===== src/rtl/wsyn_pkg.sv =====
package wsyn_pkg;

    // Filter geometry shared by every level of the reconstruction tree.
    localparam int TAPS        = 4;
    localparam int NBANDS      = 2;
    localparam int COEF_W      = 16;
    localparam int FRAC_BITS   = 15;
    // Register stages from capture to output: tap line, products, output sum.
    localparam int PIPE_LAT    = 3;
    // Samples between analysis input and reconstructed output.
    localparam int RECON_DELAY = TAPS - 1;

    localparam int BAND_LOW    = 0;
    localparam int BAND_HIGH   = 1;

    typedef enum logic [1:0] {
        ST_IDLE = 2'd0,
        ST_FILL = 2'd1,
        ST_RUN  = 2'd2
    } wsyn_state_e;

    // Synthesis coefficients: time-reversed analysis set, scaled by 2^15.
    // Tap 0 multiplies the newest sample of the upsampled band.
    function automatic logic signed [COEF_W-1:0] synth_coef(input int band, input int tap);
        logic signed [COEF_W-1:0] c;
        case (band * TAPS + tap)
            0:       c = -16'sd4240;
            1:       c =  16'sd7345;
            2:       c =  16'sd27411;
            3:       c =  16'sd15826;
            4:       c = -16'sd15826;
            5:       c =  16'sd27411;
            6:       c = -16'sd7345;
            7:       c = -16'sd4240;
            default: c = '0;
        endcase
        return c;
    endfunction

endpackage


===== src/rtl/wsyn_tapline.sv =====
module wsyn_tapline
    import wsyn_pkg::*;
#(
    parameter int DATA_W = 16,
    parameter int NTAPS  = TAPS
) (
    input  logic                          clk,
    input  logic                          rst_n,
    input  logic                          band_vld,
    input  logic [DATA_W-1:0]             sample_in,
    output logic [NTAPS-1:0][DATA_W-1:0]  taps
);

    // Zero-stuffing upsampler feeding a shift register: a strobed clock
    // pushes the band sample, any other clock pushes zero.
    logic [DATA_W-1:0] stuffed;

    always_comb begin
        stuffed = band_vld ? sample_in : '0;
    end

    always_ff @(posedge clk or negedge rst_n) begin
        if (!rst_n) begin
            taps <= '0;
        end else begin
            taps[0] <= stuffed;
            for (int i = 1; i < NTAPS; i++) begin
                taps[i] <= taps[i-1];
            end
        end
    end

endmodule


===== src/rtl/wsyn_fir4.sv =====
module wsyn_fir4
    import wsyn_pkg::*;
#(
    parameter int DATA_W = 16,
    parameter int NTAPS  = TAPS,
    parameter int BAND   = BAND_LOW,
    localparam int PROD_W = DATA_W + COEF_W,
    localparam int SUM_W  = PROD_W + $clog2(NTAPS)
) (
    input  logic                          clk,
    input  logic                          rst_n,
    input  logic [NTAPS-1:0][DATA_W-1:0]  taps,
    output logic signed [SUM_W-1:0]       psum
);

    logic signed [PROD_W-1:0] prod_q [NTAPS];

    // One registered multiplier per tap; operands sign-extended to full width.
    always_ff @(posedge clk or negedge rst_n) begin
        if (!rst_n) begin
            for (int i = 0; i < NTAPS; i++) begin
                prod_q[i] <= '0;
            end
        end else begin
            for (int i = 0; i < NTAPS; i++) begin
                prod_q[i] <= PROD_W'($signed(taps[i])) * PROD_W'(synth_coef(BAND, i));
            end
        end
    end

    // Adder tree over the registered products, resolved in the next stage.
    always_comb begin
        psum = '0;
        for (int i = 0; i < NTAPS; i++) begin
            psum = psum + SUM_W'(prod_q[i]);
        end
    end

endmodule


===== src/rtl/wsyn_ctrl.sv =====
module wsyn_ctrl
    import wsyn_pkg::*;
#(
    parameter int FILL_CYCLES = PIPE_LAT,
    localparam int CNT_W = $clog2(FILL_CYCLES)
) (
    input  logic clk,
    input  logic rst_n,
    input  logic band_vld,
    output logic recon_vld
);

    wsyn_state_e state_q, state_n;
    logic [CNT_W-1:0] cnt_q, cnt_n;

    // Next state: start on the first strobe, primed once the fill count
    // reaches the point where the first result lands in the output register.
    always_comb begin
        state_n = state_q;
        cnt_n   = cnt_q;
        unique case (state_q)
            ST_IDLE: begin
                if (band_vld) begin
                    state_n = ST_FILL;
                    cnt_n   = '0;
                end
            end
            ST_FILL: begin
                if (cnt_q == CNT_W'(FILL_CYCLES - 2)) begin
                    state_n = ST_RUN;
                end else begin
                    cnt_n = cnt_q + 1'b1;
                end
            end
            ST_RUN: begin
                state_n = ST_RUN;
            end
            default: begin
                state_n = ST_IDLE;
            end
        endcase
    end

    // State register.
    always_ff @(posedge clk or negedge rst_n) begin
        if (!rst_n) begin
            state_q <= ST_IDLE;
            cnt_q   <= '0;
        end else begin
            state_q <= state_n;
            cnt_q   <= cnt_n;
        end
    end

    // Moore output.
    always_comb begin
        recon_vld = (state_q == ST_RUN);
    end

    // once valid, stays valid until reset.
    a_r6_valid_holds: assert property (@(posedge clk) disable iff (!rst_n)
        recon_vld |=> recon_vld);

    // valid rises exactly when the first strobed slot reaches the output.
    a_r6_rise_after_fill: assert property (@(posedge clk) disable iff (!rst_n)
        $rose(recon_vld) |-> $past(band_vld, 3));

endmodule


===== src/rtl/wsyn_synth_stage.sv =====
module wsyn_synth_stage
    import wsyn_pkg::*;
#(
    parameter int DATA_W = 16,
    localparam int PROD_W = DATA_W + COEF_W,
    localparam int SUM_W  = PROD_W + $clog2(TAPS),
    localparam int ACC_W  = SUM_W + 1
) (
    input  logic              clk,
    input  logic              rst_n,
    input  logic              band_vld,
    input  logic [DATA_W-1:0] approx_in,
    input  logic [DATA_W-1:0] detail_in,
    output logic              recon_vld,
    output logic [DATA_W-1:0] recon_out
);

    logic signed [SUM_W-1:0] band_psum [NBANDS];
    logic signed [ACC_W-1:0] total;

    // One upsampler, tap line and filter per band.
    for (genvar b = 0; b < NBANDS; b++) begin : gen_band
        logic [DATA_W-1:0]            band_sample;
        logic [TAPS-1:0][DATA_W-1:0]  band_taps;

        if (b == BAND_LOW) begin : gen_sel_low
            assign band_sample = approx_in;
        end else begin : gen_sel_high
            assign band_sample = detail_in;
        end

        wsyn_tapline #(
            .DATA_W (DATA_W),
            .NTAPS  (TAPS)
        ) u_tapline (
            .clk       (clk),
            .rst_n     (rst_n),
            .band_vld  (band_vld),
            .sample_in (band_sample),
            .taps      (band_taps)
        );

        wsyn_fir4 #(
            .DATA_W (DATA_W),
            .NTAPS  (TAPS),
            .BAND   (b)
        ) u_fir (
            .clk   (clk),
            .rst_n (rst_n),
            .taps  (band_taps),
            .psum  (band_psum[b])
        );
    end

    // Band merge and descale: arithmetic shift gives floor division.
    always_comb begin
        total = ACC_W'(band_psum[BAND_LOW]) + ACC_W'(band_psum[BAND_HIGH]);
    end

    always_ff @(posedge clk or negedge rst_n) begin
        if (!rst_n) begin
            recon_out <= '0;
        end else begin
            recon_out <= DATA_W'(total >>> FRAC_BITS);
        end
    end

    wsyn_ctrl #(
        .FILL_CYCLES (PIPE_LAT)
    ) u_ctrl (
        .clk       (clk),
        .rst_n     (rst_n),
        .band_vld  (band_vld),
        .recon_vld (recon_vld)
    );

    // band strobes arrive on alternate clocks at most.
    a_r1_strobe_alternates: assert property (@(posedge clk) disable iff (!rst_n)
        band_vld |=> !band_vld);

    // four unstrobed slots flush only zeros through to the output,
    // whatever is on the band inputs meanwhile.
    a_r1_zero_flush: assert property (@(posedge clk) disable iff (!rst_n)
        (!$past(band_vld, 3) && !$past(band_vld, 4) &&
         !$past(band_vld, 5) && !$past(band_vld, 6)) |-> (recon_out == '0));

endmodule


===== config.mk =====
export PLATFORM = sky130hd
export DESIGN_NAME = wsyn_synth_stage
export DESIGN_NICKNAME = d
export VERILOG_FILES = /design/src/rtl/wsyn_pkg.sv /design/src/rtl/wsyn_tapline.sv /design/src/rtl/wsyn_fir4.sv /design/src/rtl/wsyn_ctrl.sv /design/src/rtl/wsyn_synth_stage.sv
export SDC_FILE = /design/constraint.sdc
export NUM_CORES = 2
export LEC_CHECK = 0
export ABC_AREA = 1
export BUFFER_PORTS_ARGS = -buffer_cell sky130_fd_sc_hd__buf_2
export CORE_MARGIN = 10
export CORE_UTILIZATION = 60
export CTS_BUF_LIST = sky130_fd_sc_hd__clkbuf_4
export DETAILED_ROUTE_END_ITERATION = 8
export PLACE_DENSITY_LB_ADDON = 0.05
export SLEW_MARGIN = 20
export SYNTH_ARGS = -nofsm -noshare
export SYNTH_HDL_FRONTEND = slang
export SYNTH_HIERARCHICAL = 1
export SYNTH_SLANG_ARGS = --single-unit

===== constraint.sdc =====
create_clock -name clk -period 15.6 [get_ports clk]
set_clock_uncertainty 0.1 [all_clocks]
set_input_delay 0.78 -clock clk [delete_from_list [all_inputs] [get_ports clk]]
set_output_delay 0.78 -clock clk [all_outputs]
set_load 0.01 [all_outputs]

== Word level (Yosys, flattened, before mapping) ==
Cells that the tools add are included.

* Muxes and demuxes: 8
* Equality and inequality tests: 6
* Reductions and logical operators: 4
* Divide/modulo/power cells: 0
* Order comparisons: 0
* Shift operators: 0
* Multiply operators: 8
* Bitwise gates (word level): 0
* $add $sub $neg: 8

{| class="wikitable"
|+ Operators with widths
! operator !! number
|-
| $add A31 B31 Y31 || 4
|-
| $mul A16 B14 Y30 const B || 4
|-
| $add A31 B30 Y31 || 2
|-
| $mul A16 B16 Y31 const B || 2
|-
| $mul A16 B10 Y26 const B || 2
|-
| $mux W16 || 2
|-
| $add A30 B30 Y31 || 1
|-
| $mux W2 || 4
|-
| $pmux W2 S3 || 1
|-
| $eq A2 B1 Y1 const B || 2
|-
| $ne A2 B2 Y1 const B || 2
|-
| $pmux W2 S2 || 1
|-
| $reduce_and A3 Y1 || 1
|-
| $add A2 B1 Y2 const B || 1
|-
| $eq A2 B2 Y1 const B || 1
|-
| $logic_not A2 Y1 || 1
|-
| $ne A2 B1 Y1 const B || 1
|-
| $reduce_and A2 Y1 || 1
|-
| $reduce_bool A2 Y1 || 1
|}

* Output and inout bits: 17
* Register bits: 382
* Memory bits (writable): 0
* Bits in read-only memories: 0
* Bits in latches: 0
* Memories: 0

== Depth between registers and ports, before layout ==
* Depth in word-level cells: 4
* Gate-level depth with buffers: 25
* Gate-level depth less buffers: 25

== Cells and area by module ==
The synthesis kept the hierarchy.

{| class="wikitable"
|+ Modules (own cells, without submodules)
! module !! seq. area each (µm²) !! cells each !! times used !! area an instance (µm²)
|-
| wsyn_fir4 (gen_band[0].u_fir) || 2952.8 || 3164 || 1 || 26729.4
|-
| wsyn_fir4 (gen_band[1].u_fir) || 2952.8 || 3175 || 1 || 26530.4
|-
| wsyn_tapline || 1601.5 || 98 || 2 || 1765.4
|-
| wsyn_synth_stage || 400.4 || 499 || 1 || 2597.5
|-
| wsyn_ctrl || 100.1 || 38 || 1 || 280.3
|}

== Worst setup path before layout ==
OpenSTA, ideal clock, no wires.

* Kind: reg2reg
* Start point: register gen_band[0].u_tapline/taps[63] in the netlist's numbering
* End point: register gen_band[0].u_fir/prod_q[27] in the netlist's numbering
* Setup slack: 10360 ps
* Arrival: 5023 ps
* Stages on the path, launching flop included: 20
* Cells stage by stage: dfrtp_1 ha_1 xor2_1 fa_1 inv_1 fa_1 fa_1 fa_1 inv_1 fa_1 inv_1 ha_1 nand2_2 nor2_2 nand2_1 clkinv_1 nand3_1 or2_1 nand4_1 nand2_1

* Cells in the longest elaborated chain, start to end: 1

{| class="wikitable"
|+ RTL lines
! element !! RTL line !! text
|-
| start, declared || wsyn_tapline.sv:11 || <nowiki>output logic [NTAPS-1:0][DATA_W-1:0] taps</nowiki>
|-
| start signal, assigned by index || wsyn_tapline.sv:28 || <nowiki>taps[i] <= taps[i-1];</nowiki>
|-
| $mul A16 B14 Y30 || wsyn_fir4.sv:26 || <nowiki>prod_q[i] <= PROD_W'($signed(taps[i])) * PROD_W'(synth_coef(BAND, i));</nowiki>
|-
| end signal, assigned by index || wsyn_fir4.sv:26 ||
|-
| end, declared || wsyn_fir4.sv:16 || <nowiki>logic signed [PROD_W-1:0] prod_q [NTAPS];</nowiki>
|}

No other way between the ends.
A chain may end at the register's enable or synchronous reset.

== Worst setup path after layout ==
* Start point: register gen_band[0].u_tapline/taps[56] in the netlist's numbering
* End point: register gen_band[0].u_fir/prod_q[29] in the netlist's numbering

The elaborated chain is that of the path after synthesis.

==> run summary <==
status - finished, final reports clean
drt drc - 0
number of global-route vias before repair - 45763
Min-Delay Path Depth - 3
drt total wl - 150000 um
clock latency on the worst-skew pair - 0.97 ns
WS Path Type - reg2reg
via/cell ratio - 5.23
critical path launch point type - flip-flop
max-slew violations - 0
CORE AREA - 0.0969 sq mm
R2R Path Start - gen_band[0].u_tapline/taps[56]$_DFF_PN0_
CP Capture Type - flip-flop
YS warnings - 6
R2R depth - 16
total CTS buffers - 107
area growth from synthesis to layout - 6.09%
H-tree depth - 3
Worst Setup SP - gen_band[0].u_tapline/taps[56]$_DFF_PN0_
PortBufs - 51
Initial DRT Pass Iterations - 6
routability congestion estimate - 0.960
R2R setup slack - 10.04 ns
TritonCTS clock tree - done
worst min path class - in2reg
Clock Root Buffer - clkbuf_4
layout cells sized above 1 - 0.0466
Crit-path slowest cell - dfrtp_1
vias - 44213
HP Start - band_vld
post-DP HPWL - 130000 um
Critical Path Max Stage Delay - 0.72 ns
first-pass GRT wire length - 246000 um
Clock transition at path regs - 0.07 ns
Global Route Usage Sum - 0.280
cell mode on critical path - fa_1
nets - 8880
CTS max path bufs - 3
First DRT Iteration DRCs - 2839
Slew @ Worst Pin - 0.996 ns
final cell count without fillers - 8451
Sink Count - 382
Final setup viols - 0
Synth Net Count - 8691
Worst Path Max Fanout - 7
min Tclk post-route - 5.56 ns
initial antenna violation count - 6
Cell Area, Synth - 0.0587 sq mm
Reg2Reg Capture Point - gen_band[0].u_fir/prod_q[29]$_DFF_PN0_
Std-Cell Rows - 114
largest net degree at the start of global routing - 122
Hold EP - gen_band[1].u_tapline/taps[10]$_DFF_PN0_
total gr overflow - 0
DIE AREA - 0.111 sq mm
DIE HEIGHT - 333 um
max_slew headroom - 0.336
Post-Place Cells - 8215
final hold violations - 0
chip width - 333 um
CP Cell Sequence - fa_1 -> fa_1 -> fa_1 -> fa_1 -> fa_1 -> inv_1 -> fa_1 -> inv_1 -> ha_1 -> nand2_1 -> o21ai_0 -> a21oi_1 -> nand2_2 -> nand2_1 -> nand3_1 -> nand2_1
CTS resizes - 0
top-level port count - 52
Period Utilization, post-route - 0.356
Initial Util - 0.606
Post-Syn Instances - 6892
Fmax achieved - 180 MHz
Avg WL per Cell - 17.8 um
syn_area_per_cell - 8.52 sq um
Post-DRT Antenna Nets - 0
total negative setup slack - 0 ns
max-cap violations - 0
RSZ-0062 raised after global routing - no
Critical Path RT - 16.33 ns
Data arrival, critical path - 6.29 ns
==> flip-flops by register name, summed over array words and instances (netlist names) <==
signal,flops
gen_band.u_fir/prod_q,234
u_ctrl/state_q,2
gen_band.u_tapline/taps,128
u_ctrl/cnt_q,2
recon_out,16
==> worst max-delay path by stage <==
stage,end,slack (ns),cells past startpoint
3_3_place_gp,gen_band[0].u_fir/prod_q[28]$_DFF_PN0_,10.01,17
4_1_cts,gen_band[0].u_fir/prod_q[29]$_DFF_PN0_,9.99,16
6_report,gen_band[0].u_fir/prod_q[29]$_DFF_PN0_,10.04,16
5_1_grt,gen_band[0].u_fir/prod_q[30]$_DFF_PN0_,9.70,19
3_5_place_dp,gen_band[0].u_fir/prod_q[24]$_DFF_PN0_,10.03,18
2_1_floorplan,gen_band[0].u_fir/prod_q[27]$_DFF_PN0_,10.36,19
==> area by class of cell <==
type                    count  area (sq um)
diodes                      6          15.0
well taps                1276          1600
clock inverters            52           333
flip-flops and latches    382          9560
repair buffers             92           659
multi-input cells        4657         42100
inverters                1841          6910
fillers                  8602         34600
clock buffers             145          1090
==> critical path: cells and delay by family, from the launching register on <==
kind,cells,cell delay [ns]
adder cells (fa/ha/maj),7,3.56
flip-flops,1,0.72
AND/OR/NAND/NOR,5,0.49
AO/OA/AOI/OAI,2,0.40
buffers and inverters,2,0.14
==> stage by stage <==
step	hold slack (ns)	area [sq um]	utilization	worst slack [ns]
detailed placement	0.378	60500	0.625	10.03
CTS	0.0958	62200	0.643	9.99
finish	0.228	62300	0.643	10.04
global placement	0.361	60500	0.625	10.01
floorplan	0.325	58700	-	10.36
global route	0.173	62300	0.643	9.70
==> timing repair <==
| action | 4_1_cts | 5_1_grt |
|---|---|---|
| setup buffers | 0 | 0 |
| endpoints found under the hold margin | 150 | 0 |
| hold buffers | 33 | 0 |
==> placed cells by master (no fill, tap or decap), types with 12 or more instances in the layout <==
cell type and n:
inv_1 1830, clkinv_2 13, nor2_1 345, nand2_2 37, o21ai_0 165, clkinv_1 33
a21oi_1 319, nand2_1 1221, a21o_1 25, nand3b_1 17, buf_2 50, dfrtp_1 382
clkbuf_4 145, nor2_2 19, ha_1 967, dlygate4sd3_1 33, xnor2_1 59, nand3_1 261
o21a_1 12, nand4_1 62, o21ai_1 20, o21bai_1 23, and2_1 14, xor2_1 185
nor3_1 34, fa_1 797
==> per-layer routing <==
metal	part of all wire	global-route usage	up-vias	wire (um)
met5	0.000086	0	-	13
met2	0.44	0.439	1098	66600
li1	-	-	21470	-
met4	0.017	0.0539	2	2510
met1	0.48	0.414	21478	72300
met3	0.059	0.0401	165	8910
Power is not shown: default switching activity piles up to over one toggle a cycle in this logic, so the estimate is an artifact.
